### src/rtl/vga_scan_pkg.sv
package vga_scan_pkg;

    typedef enum logic [1:0] {
        PH_ACTIVE = 2'd0,
        PH_FRONT  = 2'd1,
        PH_SYNC   = 2'd2,
        PH_BACK   = 2'd3
    } phase_t;

    typedef enum logic [1:0] {
        FT_IDLE = 2'd0,
        FT_REQ  = 2'd1,
        FT_CAPT = 2'd2
    } fetch_t;

endpackage

### src/rtl/vga_tick_gen.sv
module vga_tick_gen #(
    parameter int DIV = 2
) (
    input  logic clk,
    input  logic rst_n,
    output logic tick
);

    generate
        if (DIV <= 1) begin : g_every
            assign tick = rst_n;
        end else begin : g_div
            localparam int CW = $clog2(DIV);
            localparam logic [CW-1:0] CNT_LAST = CW'(DIV - 1);
            logic [CW-1:0] cnt;

            assign tick = (cnt == CNT_LAST);

            always_ff @(posedge clk) begin
                if (!rst_n) begin
                    cnt <= '0;
                end else if (tick) begin
                    cnt <= '0;
                end else begin
                    cnt <= cnt + 1'b1;
                end
            end
        end
    endgenerate

endmodule

### src/rtl/vga_axis_fsm.sv
module vga_axis_fsm
    import vga_scan_pkg::*;
#(
    parameter int ACTIVE      = 640,
    parameter int FRONT       = 16,
    parameter int SYNC        = 96,
    parameter int BACK        = 48,
    parameter int START_BLANK = 0,
    parameter int PW          = $clog2(ACTIVE + FRONT + SYNC + BACK)
) (
    input  logic          clk,
    input  logic          rst_n,
    input  logic          adv,
    output logic [PW-1:0] pos,
    output phase_t        phase,
    output logic          last
);

    localparam int TOTAL = ACTIVE + FRONT + SYNC + BACK;
    localparam logic [PW-1:0] END_ACT   = PW'(ACTIVE - 1);
    localparam logic [PW-1:0] END_FRONT = PW'(ACTIVE + FRONT - 1);
    localparam logic [PW-1:0] END_SYNC  = PW'(ACTIVE + FRONT + SYNC - 1);
    localparam logic [PW-1:0] END_ALL   = PW'(TOTAL - 1);
    localparam logic [PW-1:0] RST_POS   = (START_BLANK != 0) ? PW'(ACTIVE) : '0;
    localparam phase_t        RST_PH    = (START_BLANK != 0) ? PH_FRONT : PH_ACTIVE;

    phase_t phase_nx;

    assign last = (pos == END_ALL);

    always_comb begin
        phase_nx = phase;
        unique case (phase)
            PH_ACTIVE: if (pos == END_ACT)   phase_nx = PH_FRONT;
            PH_FRONT:  if (pos == END_FRONT) phase_nx = PH_SYNC;
            PH_SYNC:   if (pos == END_SYNC)  phase_nx = PH_BACK;
            PH_BACK:   if (pos == END_ALL)   phase_nx = PH_ACTIVE;
            default:                         phase_nx = PH_ACTIVE;
        endcase
    end

    always_ff @(posedge clk) begin
        if (!rst_n) begin
            phase <= RST_PH;
        end else if (adv) begin
            phase <= phase_nx;
        end
    end

    always_ff @(posedge clk) begin
        if (!rst_n) begin
            pos <= RST_POS;
        end else if (adv) begin
            pos <= last ? '0 : pos + 1'b1;
        end
    end

endmodule

### src/rtl/vga_word_feed.sv
module vga_word_feed
    import vga_scan_pkg::*;
#(
    parameter int H_ACTIVE = 640,
    parameter int H_TOTAL  = 800,
    parameter int V_ACTIVE = 480,
    parameter int WORD_W   = 16,
    parameter int ADDR_W   = 15,
    parameter int HW       = 10,
    parameter int VW       = 10
) (
    input  logic              clk,
    input  logic              rst_n,
    input  logic              tick,
    input  logic [HW-1:0]     hpos,
    input  logic [VW-1:0]     vpos,
    input  logic              h_active,
    input  logic              v_last,
    input  logic [WORD_W-1:0] mem_rdata,
    output logic              mem_rd,
    output logic [ADDR_W-1:0] mem_addr,
    output logic              px_bit
);

    localparam int BW = $clog2(WORD_W);
    localparam logic [HW-1:0] H_FETCH_LIM = HW'(H_ACTIVE - WORD_W);
    localparam logic [HW-1:0] H_PREFETCH  = HW'(H_TOTAL - 4);
    localparam logic [HW-1:0] H_END       = HW'(H_TOTAL - 1);
    localparam logic [BW-1:0] BIT_LAST    = BW'(WORD_W - 1);
    localparam logic [VW-1:0] V_ACT       = VW'(V_ACTIVE);
    localparam logic [VW-1:0] V_ACT_LAST  = VW'(V_ACTIVE - 1);

    fetch_t              st;
    fetch_t              st_nx;
    logic [WORD_W-1:0]   word_buf;
    logic [WORD_W-1:0]   shreg;
    logic                line_act;
    logic                next_line_act;
    logic                in_act;
    logic                fetch_go;
    logic                frame_wrap;
    logic                first_load;

    assign line_act      = (vpos < V_ACT);
    assign next_line_act = v_last || (vpos < V_ACT_LAST);
    assign in_act        = line_act && h_active;
    assign fetch_go      = tick && ((in_act && (hpos[BW-1:0] == '0) && (hpos < H_FETCH_LIM))
                                 || ((hpos == H_PREFETCH) && next_line_act));
    assign frame_wrap    = tick && v_last && (hpos == '0);
    assign first_load    = (hpos == H_END) && next_line_act;
    assign px_bit        = shreg[WORD_W-1];

    always_comb begin
        st_nx = st;
        unique case (st)
            FT_IDLE: if (fetch_go) st_nx = FT_REQ;
            FT_REQ:  st_nx = FT_CAPT;
            FT_CAPT: st_nx = FT_IDLE;
            default: st_nx = FT_IDLE;
        endcase
    end

    always_ff @(posedge clk) begin
        if (!rst_n) begin
            st <= FT_IDLE;
        end else begin
            st <= st_nx;
        end
    end

    always_ff @(posedge clk) begin
        if (!rst_n) begin
            mem_rd   <= 1'b0;
            mem_addr <= '0;
            word_buf <= '0;
        end else begin
            mem_rd <= (st_nx == FT_REQ);
            if (frame_wrap) begin
                mem_addr <= '0;
            end else if (st == FT_REQ) begin
                mem_addr <= mem_addr + 1'b1;
            end
            if (st == FT_CAPT) begin
                word_buf <= mem_rdata;
            end
        end
    end

    always_ff @(posedge clk) begin
        if (!rst_n) begin
            shreg <= '0;
        end else if (tick) begin
            if (first_load) begin
                shreg <= word_buf;
            end else if (in_act) begin
                if (hpos[BW-1:0] == BIT_LAST) begin
                    shreg <= word_buf;
                end else begin
                    shreg <= {shreg[WORD_W-2:0], 1'b0};
                end
            end
        end
    end

endmodule

### src/rtl/vga_mono_scanout.sv
module vga_mono_scanout
    import vga_scan_pkg::*;
#(
    parameter int CLK_DIV  = 2,
    parameter int H_ACTIVE = 640,
    parameter int H_FRONT  = 16,
    parameter int H_SYNC   = 96,
    parameter int H_BACK   = 48,
    parameter int V_ACTIVE = 480,
    parameter int V_FRONT  = 10,
    parameter int V_SYNC   = 2,
    parameter int V_BACK   = 33,
    parameter int WORD_W   = 16,
    parameter int ADDR_W   = 15
) (
    input  logic              clk,
    input  logic              rst_n,
    input  logic [WORD_W-1:0] mem_rdata,
    output logic              mem_rd,
    output logic [ADDR_W-1:0] mem_addr,
    output logic              hsync_n,
    output logic              vsync_n,
    output logic              vid_en,
    output logic              pix,
    output logic              bank_sel,
    output logic              vsync_aux
);

    localparam int H_TOTAL = H_ACTIVE + H_FRONT + H_SYNC + H_BACK;
    localparam int V_TOTAL = V_ACTIVE + V_FRONT + V_SYNC + V_BACK;
    localparam int HW      = $clog2(H_TOTAL);
    localparam int VW      = $clog2(V_TOTAL);

    logic          tick;
    logic [HW-1:0] hpos;
    logic [VW-1:0] vpos;
    phase_t        hph;
    phase_t        vph;
    logic          hlast;
    logic          vlast;
    logic          line_adv;
    logic          h_in_act;
    logic          act;
    logic          px_bit;

    assign line_adv = tick && hlast;
    assign h_in_act = (hph == PH_ACTIVE);
    assign act      = h_in_act && (vph == PH_ACTIVE);

    vga_tick_gen #(.DIV(CLK_DIV)) u_tick (
        .clk   (clk),
        .rst_n (rst_n),
        .tick  (tick)
    );

    vga_axis_fsm #(
        .ACTIVE(H_ACTIVE), .FRONT(H_FRONT), .SYNC(H_SYNC), .BACK(H_BACK),
        .START_BLANK(0), .PW(HW)
    ) u_hseq (
        .clk   (clk),
        .rst_n (rst_n),
        .adv   (tick),
        .pos   (hpos),
        .phase (hph),
        .last  (hlast)
    );

    vga_axis_fsm #(
        .ACTIVE(V_ACTIVE), .FRONT(V_FRONT), .SYNC(V_SYNC), .BACK(V_BACK),
        .START_BLANK(1), .PW(VW)
    ) u_vseq (
        .clk   (clk),
        .rst_n (rst_n),
        .adv   (line_adv),
        .pos   (vpos),
        .phase (vph),
        .last  (vlast)
    );

    vga_word_feed #(
        .H_ACTIVE(H_ACTIVE), .H_TOTAL(H_TOTAL), .V_ACTIVE(V_ACTIVE),
        .WORD_W(WORD_W), .ADDR_W(ADDR_W), .HW(HW), .VW(VW)
    ) u_feed (
        .clk       (clk),
        .rst_n     (rst_n),
        .tick      (tick),
        .hpos      (hpos),
        .vpos      (vpos),
        .h_active  (h_in_act),
        .v_last    (vlast),
        .mem_rdata (mem_rdata),
        .mem_rd    (mem_rd),
        .mem_addr  (mem_addr),
        .px_bit    (px_bit)
    );

    always_ff @(posedge clk) begin
        if (!rst_n) begin
            hsync_n   <= 1'b1;
            vsync_n   <= 1'b1;
            vid_en    <= 1'b0;
            pix       <= 1'b0;
            bank_sel  <= 1'b0;
            vsync_aux <= 1'b0;
        end else if (tick) begin
            vid_en    <= act;
            pix       <= act && px_bit;
            hsync_n   <= (hph != PH_SYNC);
            vsync_n   <= (vph != PH_SYNC);
            vsync_aux <= (vph == PH_SYNC);
            if (vsync_n && (vph == PH_SYNC)) begin
                bank_sel <= ~bank_sel;
            end
        end
    end

endmodule

### config.mk
export PLATFORM = sky130hd
export DESIGN_NAME = vga_mono_scanout
export DESIGN_NICKNAME = d
export VERILOG_FILES = /design/src/rtl/vga_scan_pkg.sv /design/src/rtl/vga_tick_gen.sv /design/src/rtl/vga_axis_fsm.sv /design/src/rtl/vga_word_feed.sv /design/src/rtl/vga_mono_scanout.sv
export SDC_FILE = /design/constraint.sdc
export NUM_CORES = 1
export LEC_CHECK = 0
export BUFFER_PORTS_ARGS = -buffer_cell sky130_fd_sc_hd__buf_2
export CAP_MARGIN = 20
export CORE_MARGIN = 2
export CORE_UTILIZATION = 42
export CTS_BUF_LIST = sky130_fd_sc_hd__clkbuf_4
export DETAILED_ROUTE_END_ITERATION = 10
export GPL_TIMING_DRIVEN = 0
export PLACE_DENSITY = 0.68
export SYNTH_ARGS = -nofsm -noshare
export SYNTH_HDL_FRONTEND = slang
export SYNTH_SLANG_ARGS = --single-unit
### constraint.sdc
create_clock -name clk -period 3.6 [get_ports clk]
set_input_delay 0.36 -clock clk [delete_from_list [all_inputs] [get_ports clk]]
set_output_delay 0.36 -clock clk [all_outputs]
set_load 0.005 [all_outputs]
==> run_results.csv, run 1 <==
group,metric,value,unit
timing,finalCriticalPeriod,2160,ps
logic_synthesis,synth.cell_area,4080,um2
timing,worst_pin_slew,583,ps
logic_synthesis,synth_top_area_frac,0.397,
timing,finClkSkew,11.7,ps
place,port_buffers,39,
global_route,use_met3,0.0305,
logic_synthesis,ys.flop_type,"dfxtp_1",
worst_setup_path,rr_worst_depth,7,
worst_setup_path,critPathArrivalTime,2530,ps
global_route,grt_usage,0.175,
layout,area_delta_synth_final,12.3,%
worst_setup_path,r2r_start,"u_vseq.pos[0]",
routing,ant_nets,0,
timing,setup_ws,1440,ps
floorplanning,ios,40,
floorplanning,placementRows,35,
routing,wl_per_cell,12.5,um
logic_synthesis,syn-instance-count,493,
worst_setup_path,critPathRequiredTime,3970,ps
clock_tree,cts_resized,0,
timing,setup_viol,0,
power,power_density,331,nW/um2
layout,final_layout_size_suffix_gt1_frac,0.139,
layout,nets,576,
logic_synthesis,yosysWarningCount,0,
global_route,grt_pass1_wl,14800,um
layout,diodes,0,
place,post-place-ws,1480,ps
floorplanning,coreArea,9330,um2
clock_tree,cts_setup_buffers,0,
clock_tree,holdBufCountCts,0,
logic_synthesis,syn_nets,526,
worst_setup_path,cp_max_fo,10,
worst_setup_path,end_kind,"flip-flop",
floorplanning,die_h,103,um
clock_tree,clk_pin_slew,140,ps
worst_hold_path,worstHoldPathCells,3,
worst_setup_path,worstSetupStartpointType,"flip-flop",
clock_tree,cts_root_buf,"clkbuf_4",
place,place_congestion,0.863,
logic_synthesis,synth_edf_count,0,
timing,worst_hold_slack,151,ps
power,total_power,1.52,mW
timing,rsz0062_at_grt,"false",
floorplanning,initial_core_util,0.438,
routing,vias_per_cell,5.07,
worst_setup_path,r2r-end,"u_feed.shreg[8]",
worst_hold_path,min_to,"u_feed.word_buf[2]",
logic_synthesis,async_reset_ff_frac,0,
clock_tree,htree_levels,3,
worst_hold_path,hold_class,"input pin to flip-flop",
place,dp_hpwl,6120,um
logic_synthesis,netlist_top_cells_area,"dfxtp_1 (40%), nand2_1 (13%), mux2i_1 (5.2%), ha_1 (4.6%), a21boi_0 (4.4%)",
logic_synthesis,syn_area_per_cell,8.28,um2
worst_setup_path,regToRegSetupSlack,1440,ps
routing,dr.pass1.iters,5,
global_route,use_met1,0.222,
routing,drc,0,
logic_synthesis,yosysSeqAreaShare,0.397,
floorplanning,fp.dieW,103,um
timing,slew_violations,0,
routing,drtIter0Drc,158,
layout,final.fill_count,932,
outcome,status,"completed",
run,timing.max_cap.violations,0,
power,vdd_ir_drop_max,0.197,mV
layout,register_area,1620,um2
clock_tree,cts_inserted_buffers,9,
clock_tree,clk_latency,430,ps
logic_synthesis,ys_ff_latch,81,
layout,multiInputGateArea,2250,um2
floorplanning,die-area,10500,um2
global_route,antenna_found_initial,0,
global_route,busiest_layer,"met2",
timing,hold_viol,0,
worst_hold_path,min-delay-start,"mem_rdata[2]",
timing,slew_headroom,0.612,
timing,final_min_period_over_clock_period,0.600,
timing,totalNegativeSetupSlack,0,ps
timing,clock.fmax,463,MHz
clock_tree,clockBufferDepth,2,
global_route,grt_max_degree,16,
worst_setup_path,critPathKind,"flip-flop to flip-flop",
global_route,grt_remaining_overflow,0,
clock_tree,cts_sinks,81,
global_route,use_met2,0.291,
logic_synthesis,yosysTopAreaCell,"dfxtp_1",
clock_tree,tritoncts,"yes",
global_route,grt_pass1_vias,3276,
routing,dr_total_vias,3431,
routing,drt_wl_total,8490,um
power,leakage,1.95,nW
logic_synthesis,ys_types,51,
[where the power goes]
part           switching [mW]  total [mW]  internal [mW]
Sequential            0.00270       0.902          0.899
Combinational          0.0326      0.0537         0.0211
Clock                   0.341       0.560          0.218
Total                   0.377        1.52           1.14
[cell families after synthesis]
logic type,share of synthesized area
and+or+nand+nor,0.296
DFF,0.397
AOI/OAI and AO/OA,0.109
buffers and inverters,0.0512
xor gates and xnor gates,0.0494
muxes,0.0515
adders and majority gates,0.0460
[cell usage after synthesis (7+ instances only)]
master and count:
nand2_1 142, dfxtp_1 81, nor2_1 29, a21boi_0 24, mux2i_1 21, nand3_1 19
clkbuf_1 17, ha_1 15, xor2_1 14, nand4_1 12, o21ai_0 12, inv_1 10
xnor2_1 9, and2_1 7, and3_1 7, nor2b_1 7
[worst max path at each step]
stage / from / end / cells past startpoint
2_1_floorplan: u_vseq.pos[0] / u_feed.shreg[10] / 7
3_3_place_gp: u_vseq.pos[0] / u_feed.shreg[13] / 7
3_5_place_dp: u_vseq.pos[0] / u_feed.shreg[12] / 7
4_1_cts: u_vseq.pos[0] / u_feed.shreg[8] / 7
5_1_grt: u_vseq.pos[0] / u_feed.shreg[9] / 7
6_report: u_vseq.pos[0] / u_feed.shreg[8] / 7
[area by class of cell]
class / instances / area share
clock buffers: 9 / 0.0147
inverters: 10 / 0.00819
flip-flops and latches: 81 / 0.354
clock inverters: 7 / 0.0172
repair buffers: 39 / 0.0426
well taps: 129 / 0.0352
multi-input cells: 370 / 0.491
plain buffers: 32 / 0.0374
[worst max-delay path: stages (launching register included)]
cell,delay [ps]
dfxtp_1,440
ha_1,280
and4_4,270
a2bb2oi_2,140
o22ai_2,120
a32oi_4,470
buf_12,210
mux2i_1,180
[registers in the layout (all words and copies together), names as in the netlist, 2 cells and up]
register,cells
u_vseq.phase,2
u_feed.st,2
u_feed.mem_addr,15
u_hseq.pos,10
u_hseq.phase,2
u_feed.shreg,16
u_vseq.pos,10
u_feed.word_buf,16
[layout by cell type, fill, tap and decap left out, types with 3 or more instances in the layout]
| cell | synthesis | layout |
|---|---|---|
| nand2_1 | 142 | 142 |
| dfxtp_1 | 81 | 81 |
| buf_2 | 5 | 44 |
| nor2_1 | 29 | 29 |
| a21boi_0 | 24 | 24 |
| mux2i_1 | 21 | 21 |
| nand3_1 | 19 | 19 |
| clkbuf_1 | 17 | 17 |
| ha_1 | 15 | 15 |
| xor2_1 | 14 | 14 |
| o21ai_0 | 12 | 12 |
| nand4_1 | 12 | 12 |
| inv_1 | 10 | 10 |
| xnor2_1 | 9 | 9 |
| clkbuf_4 | 0 | 9 |
| and2_1 | 7 | 7 |
| nor2b_1 | 7 | 7 |
| and3_1 | 7 | 7 |
| nand2b_1 | 5 | 5 |
| buf_4 | 5 | 5 |
| and4_1 | 5 | 5 |
| a31oi_1 | 4 | 4 |
| and4b_1 | 3 | 3 |
| nor3_1 | 3 | 3 |
| and3b_1 | 3 | 3 |
| nor4_1 | 3 | 3 |
| a21oi_1 | 3 | 3 |
[through the flow]
step	std cells	cell area, um2	util
final	677	4580	0.491
after global routing	677	4580	0.491
after CTS	677	4580	0.491
after detailed placement	661	4440	0.476
after global placement	661	4440	0.476
after floorplan	493	4080	-
[layer usage]
metal | vias up | wire [um] | part of all wire
met2 | 90 | 3940 | 0.46
met3 | 22 | 387 | 0.046
met4 | 0 | 223 | 0.026
met5 | - | 0 | 0
li1 | 1749 | - | -
met1 | 1570 | 3940 | 0.46
Power figures use the tool's default switching activity.
==> inputs of run 2 (changes only) <==
--- a/config.mk
+++ b/config.mk
@@ -5,6 +5,7 @@
 export SDC_FILE = /design/constraint.sdc
 export NUM_CORES = 1
 export LEC_CHECK = 0
+export ABC_AREA = 1
 export BUFFER_PORTS_ARGS = -buffer_cell sky130_fd_sc_hd__buf_2
 export CAP_MARGIN = 20
 export CORE_MARGIN = 2
==> constraint.sdc (replaced) <==
create_clock -name clk -period 2.2 [get_ports clk]
set_input_delay 0.22 -clock clk [delete_from_list [all_inputs] [get_ports clk]]
set_output_delay 0.22 -clock clk [all_outputs]
set_load 0.005 [all_outputs]
==> run 2 against run 1 <==
Net effect: final cell count is 15% higher; core utilization up 1.1 points; die area is 0.42% lower; register-to-register slack got worse by 1100 ps; non-clock buffer count decreased by 1; highest routed layer unchanged; combinational power grew 77%; first-iteration DRC count rose by 51%; clock power up 79%; flip-flop and latch count unchanged; largest cell class unchanged; cell area grew 2.2%; global-route usage increased by 1.0 points.
==> run_results.csv, run 2 <==
group,metric,value,unit
worst_setup_path,critPathKind,"flip-flop to flip-flop",
floorplanning,die_h,102,um
logic_synthesis,ys_types,33,
worst_setup_path,slowest_delay,370,ps
logic_synthesis,synth_most_common_cell,"nand2_1",
clock_tree,clk_pin_slew,130,ps
global_route,grt_pass1_vias,3458,
layout,area_delta_synth_final,15.3,%
routing,drc,0,
power,internal_power,1.99,mW
layout,final_cell_mix,"nand2_1 (115), nor2_1 (98), dfxtp_1 (81), inv_1 (80), buf_2 (49)",
worst_setup_path,crit_buf_inv,3,
logic_synthesis,syn_area_per_cell,6.92,um2
power,clkPwrFrac,0.390,
routing,vias_per_cell,4.71,
clock_tree,cts_resized,0,
routing,wl_per_cell,11.6,um
routing,dr_total_vias,3679,
place,port_buffers,39,
routing,drt_wl_total,9060,um
floorplanning,die-area,10500,um2
clock_tree,clockBufferDepth,2,
clock_tree,htree_levels,3,
run,timing.max_cap.violations,0,
worst_setup_path,critPathArrivalTime,2170,ps
clock_tree,cts_sinks,81,
clock_tree,cts_inserted_buffers,9,
timing,slew_headroom,0.614,
floorplanning,fp.dieW,102,um
routing,ant_nets,0,
worst_hold_path,hold_class,"input pin to flip-flop",
outcome,status,"completed",
worst_setup_path,critPathRequiredTime,2530,ps
layout,nets,680,
power,swShare,0.227,
layout,final_layout_size_suffix_gt1_frac,0.143,
timing,slew_violations,0,
place,dp_hpwl,6680,um
worst_setup_path,cp_max_fo,10,
layout,layout_commonest_cell,"nand2_1",
power,combPwrFrac,0.037,
logic_synthesis,synth_edf_count,0,
clock_tree,clk_latency,440,ps
logic_synthesis,synth_top_area_frac,0.399,
place,place_congestion,0.888,
worst_setup_path,crit_slowest_cell,"dfxtp_1",
power,power_frac_seq,0.573,
logic_synthesis,synth.cell_area,4060,um2
timing,rsz0062_at_grt,"false",
power,leakage,2.06,nW
logic_synthesis,yosysTopAreaCell,"dfxtp_1",
timing,worst_hold_slack,20.7,ps
logic_synthesis,ys.flop_type,"dfxtp_1",
logic_synthesis,async_reset_ff_frac,0,
floorplanning,coreArea,9330,um2
timing,clock.fmax,541,MHz
global_route,grt_remaining_overflow,0,
logic_synthesis,synth_common_cells,"nand2_1 (115), nor2_1 (98), dfxtp_1 (81)",
logic_synthesis,yosysSeqAreaShare,0.399,
logic_synthesis,netlist_top_cells_area,"dfxtp_1 (40%), nand2_1 (11%), nor2_1 (9.1%), inv_1 (7.4%), o21ai_0 (5.7%)",
logic_synthesis,syn_nets,620,
timing,worst_pin_slew,579,ps
place,post-place-ws,350,ps
floorplanning,initial_core_util,0.436,
worst_setup_path,path_delay_family,"simple AND/OR/NAND/NOR gates",
layout,final.fill_count,937,
global_route,antenna_found_initial,0,
timing,totalNegativeSetupSlack,0,ps
timing,setup_viol,0,
worst_setup_path,worstSetupStartpointType,"flip-flop",
routing,drtIter0Drc,238,
layout,diodes,0,
layout,reg_top3,"u_feed.shreg x16, u_feed.word_buf x16, u_feed.mem_addr x15",
timing,hold_viol,0,
power,power_density,548,nW/um2
worst_setup_path,end_kind,"flip-flop",
routing,dr.pass1.iters,4,
clock_tree,cts_root_buf,"clkbuf_4",
timing,finalCriticalPeriod,1850,ps
worst_setup_path,regToRegSetupSlack,350,ps
logic_synthesis,ys_ff_latch,81,
logic_synthesis,yosysWarningCount,0,
global_route,grt_pass1_wl,15300,um
power,p_sw,0.584,mW
timing,setup_ws,353,ps
timing,finClkSkew,17.1,ps
floorplanning,placementRows,35,
floorplanning,ios,40,
logic_synthesis,syn-instance-count,587,
global_route,grt_usage,0.185,
global_route,grt_max_degree,15,
layout,utilization,0.502,
clock_tree,tritoncts,"yes",
power,vdd_ir_drop_max,0.297,mV
worst_setup_path,cp_cell_sequence,"inv_1, ha_1, nand2_1, nor3_1, nand3_1, nor3_1, nor2_1, inv_1, buf_2, a21oi_1",
timing,final_min_period_over_clock_period,0.840,
run 2: changes by cell type in the layout (fill, tap and decap cells not counted), moves of 10 or more:
| cell | delta |
|---|---|
| clkbuf_1 | -10 |
| dlygate4sd3_1 | +10 |
| inv_1 | +70 |
| a21boi_0 | -24 |
| nor2_1 | +69 |
| xor2_1 | -10 |
| a21oi_1 | +30 |
| nand3_1 | +15 |
| o21ai_0 | +34 |
| mux2i_1 | -21 |
| nand2_1 | -27 |
run 2: cell type report:
type                       instances  area (um2)  share of cell area
buffer                            21         114              0.0243
clock buffer                      10        75.1              0.0160
clock inverter                     6        91.3              0.0195
inverter                          83         312              0.0665
multi-input combinational        402        2020               0.430
sequential                        81        1620               0.346
tap                              129         161              0.0344
timing repair buffer              49         295              0.0630
run 2: repair_timing:
action | 4_1_cts | 5_1_grt
buffers inserted | 0 | 0
setup endpoints to repair | 0 | 0
hold buffers | 10 | 0
endpoints found under the hold margin | 10 | 0
run 2: layer usage:
layer	wire length (um)	global-route usage
met1	4320	0.246
met4	79	0.0462
met2	4160	0.300
met5	0	0
met3	506	0.0513
run 2: cells by family after synthesis:
| logic type | count (synthesis) | synth area share |
|---|---|---|
| simple gates | 290 | 0.316 |
| fa+ha+maj | 15 | 0.0462 |
| buf+inv | 104 | 0.105 |
| compound gates | 85 | 0.108 |
| xor+xnor | 12 | 0.0259 |
| flops | 81 | 0.399 |
run 2: through the flow:
| stage | total power [mW] | area, um2 | instances |
|---|---|---|---|
| after floorplan | 1.55 | 4060 | 587 |
| after global placement | 1.59 | 4420 | 755 |
| after detailed placement | 1.59 | 4420 | 755 |
| after CTS | 2.61 | 4690 | 781 |
| after global routing | 2.68 | 4690 | 781 |
| final | 2.57 | 4690 | 781 |
run 2: path summary, 6_finish.rpt:
kind | depth (start not counted) | endpoint | from
max | 10 | u_feed.mem_addr[12] | u_vseq.pos[0]
min | 3 | u_feed.word_buf[15] | mem_rdata[15]
max reg2reg | 10 | u_feed.mem_addr[12] | u_vseq.pos[0]
min reg2reg | 2 | u_feed.word_buf[0] | u_feed.word_buf[0]
run 2: worst reg2reg max path, delay by kind of cell, from the launching register on:
kind | cells | cell delay [ps]
flops | 1 | 370
compound gates | 1 | 60
fa+ha+maj | 1 | 180
simple gates | 5 | 690
buf+inv | 3 | 450
run 2: power groups by stage:
stage,Clock [mW],Combinational [mW],Sequential [mW]
final,1.00,0.0953,1.47
after global routing,1.10,0.107,1.47
after CTS,1.04,0.0956,1.47
after detailed placement,0,0.0817,1.51
after global placement,0,0.0799,1.51
after floorplan,0,0.0481,1.51
==> inputs of run 3 (changes only) <==
--- a/config.mk
+++ b/config.mk
@@ -5,7 +5,7 @@
 export SDC_FILE = /design/constraint.sdc
 export NUM_CORES = 1
 export LEC_CHECK = 0
-export ABC_AREA = 1
+export ABC_AREA = 0
 export BUFFER_PORTS_ARGS = -buffer_cell sky130_fd_sc_hd__buf_2
 export CAP_MARGIN = 20
 export CORE_MARGIN = 2
==> constraint.sdc (replaced) <==
create_clock -name clk -period 1.9 [get_ports clk]
set_input_delay 0.19 -clock clk [delete_from_list [all_inputs] [get_ports clk]]
set_output_delay 0.19 -clock clk [all_outputs]
set_load 0.005 [all_outputs]
==> run 3 against run 2 <==
Net effect: clock skew decreased by 3.7 ps; core utilization rose by 2.2 points; total power increased by 13%; first-iteration DRC count is 35% lower; clock power grew 6%; register-to-register slack got worse by 320 ps; worst setup slack got worse by 320 ps; non-clock buffer count increased by 20; cell area up 4.3%; sequential power increased by 16%; final cell count shrank 11%; critical path type unchanged; critical endpoint is now u_feed.shreg[12].
==> run_results.csv, run 3 (synthesis results as in run 1) <==
group,metric,value,unit
worst_setup_path,critPathKind,"flip-flop to flip-flop",
layout,final_layout_size_suffix_gt1_frac,0.176,
worst_setup_path,worstSetupStartpointType,"flip-flop",
global_route,grt_usage,0.178,
clock_tree,clockBufferDepth,2,
layout,diodes,0,
worst_setup_path,cp_max_fo,5,
power,swShare,0.249,
floorplanning,fp.dieW,103,um
layout,nets,595,
layout,utilization,0.524,
layout,area_delta_synth_final,19.8,%
global_route,antenna_found_initial,0,
layout,layout.cells.non_filler,696,
clock_tree,cts_inserted_buffers,9,
floorplanning,die_h,103,um
timing,finalCriticalPeriod,1870,ps
worst_setup_path,critPathRequiredTime,2280,ps
routing,ant_nets,0,
routing,dr_total_vias,3517,
power,power_frac_seq,0.589,
global_route,grt_pass1_vias,3363,
worst_hold_path,hold_class,"input pin to flip-flop",
run,timing.max_cap.violations,0,
floorplanning,ios,40,
place,post_dp_cell_area,4440,um2
worst_setup_path,r2r-end,"u_feed.shreg[12]",
layout,layout_commonest_cell,"nand2_1",
worst_hold_path,min-delay-start,"mem_rdata[15]",
floorplanning,initial_core_util,0.438,
timing,clock.fmax,535,MHz
layout,reg_top3,"u_feed.shreg x16, u_feed.word_buf x16, u_feed.mem_addr x15",
power,power_density,592,nW/um2
worst_hold_path,min_to,"u_feed.word_buf[15]",
clock_tree,cts_sinks,81,
timing,finClkSkew,13.4,ps
clock_tree,clk_pin_slew,140,ps
place,port_buffers,39,
timing,setup_ws,31.5,ps
place,place_congestion,0.863,
place,post-place-ws,-222,ps
place,placed_cells,661,
clock_tree,htree_levels,3,
worst_setup_path,rr_worst_depth,9,
power,leakage,2.08,nW
floorplanning,placementRows,35,
power,internal_power,2.17,mW
global_route,grt_pass1_wl,15000,um
timing,setup_viol,0,
worst_setup_path,critPathArrivalTime,2250,ps
floorplanning,die-area,10500,um2
power,vdd_ir_drop_max,0.378,mV
worst_setup_path,cp_cell_sequence,"inv_4, ha_4, and4b_2, a2bb2oi_2, o22ai_2, a32oi_4, buf_12, clkbuf_16, mux2i_1",
worst_hold_path,worstHoldPathCells,3,
routing,drtIter0Drc,154,
global_route,grt_remaining_overflow,0,
worst_setup_path,regToRegSetupSlack,30,ps
worst_setup_path,crit_buf_inv,3,
clock_tree,cts_root_buf,"clkbuf_4",
timing,rsz0062_at_grt,"true",
worst_setup_path,r2r_start,"u_vseq.pos[0]",
routing,drt_wl_total,9050,um
power,clkPwrFrac,0.367,
place,dp_hpwl,6120,um
floorplanning,coreArea,9330,um2
timing,worst_pin_slew,580,ps
routing,dr.pass1.iters,4,
timing,slew_headroom,0.613,
timing,hold_viol,0,
power,total_power,2.90,mW
worst_setup_path,slowest_delay,420,ps
routing,drc,0,
routing,wl_per_cell,13.0,um
worst_setup_path,end_kind,"flip-flop",
routing,vias_per_cell,5.05,
worst_setup_path,crit_slowest_cell,"dfxtp_4",
layout,fin_area,4890,um2
timing,final_min_period_over_clock_period,0.983,
outcome,status,"completed",
clock_tree,tritoncts,"yes",
layout,final_cell_mix,"nand2_1 (142), dfxtp_1 (77), buf_2 (45), nor2_1 (28), a21boi_0 (24)",
timing,slew_violations,0,
power,combPwrFrac,0.044,
power,p_sw,0.721,mW
clock_tree,clk_latency,440,ps
global_route,grt_max_degree,16,
worst_setup_path,path_delay_family,"compound AO/OA/AOI/OAI gates",
## run 3: cell count changes in the layout (fill, tap and decap cells not counted), sizes merged, moves of 10 or more
| cell | previous run | this run |
|---|---|---|
| nor2 | 107 | 29 |
| mux2i | 0 | 21 |
| nand2 | 122 | 142 |
| a21boi | 0 | 24 |
| inv | 84 | 12 |
| o21ai | 47 | 12 |
| xor2 | 4 | 14 |
| nand3 | 35 | 19 |
| a21oi | 33 | 3 |
## run 3: through the flow
stage | setup TNS, ps | hold WS, ps
6_report | 0 | 11.3
3_3_place_gp | -2310 | 440
2_1_floorplan | 0 | 335
5_1_grt | -243 | 36.1
4_1_cts | 0 | 1.07
3_5_place_dp | -3080 | 447
## run 3: timing repair
action                                  CTS  global route
endpoints found under the setup margin   33            34
setup buffers                             1             4
pin swaps                                 2             5
hold endpoints to repair                 14             1
hold buffers                             14             1
resized for setup                         5            22
gates cloned                              0             1
## run 3: worst max-delay path by stage
| stage | slack (ps) | depth (start not counted) | from | endpoint |
|---|---|---|---|---|
| 2_1_floorplan | 50 | 7 | u_vseq.pos[0] | u_feed.shreg[10] |
| 3_3_place_gp | -180 | 7 | u_vseq.pos[0] | u_feed.shreg[13] |
| 3_5_place_dp | -220 | 7 | u_vseq.pos[0] | u_feed.shreg[12] |
| 4_1_cts | 1 | 7 | u_vseq.pos[1] | u_feed.shreg[8] |
| 5_1_grt | -40 | 9 | u_vseq.pos[0] | u_feed.shreg[9] |
| 6_report | 30 | 9 | u_vseq.pos[0] | u_feed.shreg[12] |
## run 3: power groups by stage
stage	logic (mW)	registers [mW]	clock network, mW
CTS	0.125	1.71	1.10
floorplan	0.0608	1.74	0
detailed placement	0.103	1.75	0
global route	0.139	1.71	1.17
global placement	0.102	1.75	0
finish	0.127	1.71	1.06
## run 3: final cells by class
cell class	instances	area (um2)
repair buffers	60	433
clock buffers	9	67.6
plain buffers	30	169
inverters	10	42.5
clock inverters	7	78.8
multi-input cells	370	2310
fillers	891	4440
flip-flops and latches	81	1630
well taps	129	161
## run 3: layer usage
| layer | up-vias | wire length, um | global-route usage |
|---|---|---|---|
| met2 | 89 | 4270 | 0.301 |
| met4 | 0 | 252 | 0.0779 |
| met1 | 1614 | 4120 | 0.222 |
| li1 | 1790 | - | - |
| met5 | - | 0 | 0 |
| met3 | 24 | 404 | 0.0305 |
## run 3: worst register-to-register path: cells and delay by family, from the launching register on
family          cells  cell delay [ps]
compound gates      3              500
fa+ha+maj           1              150
buf+inv             3              360
flops               1              420
mux                 1              170
simple gates        1              240
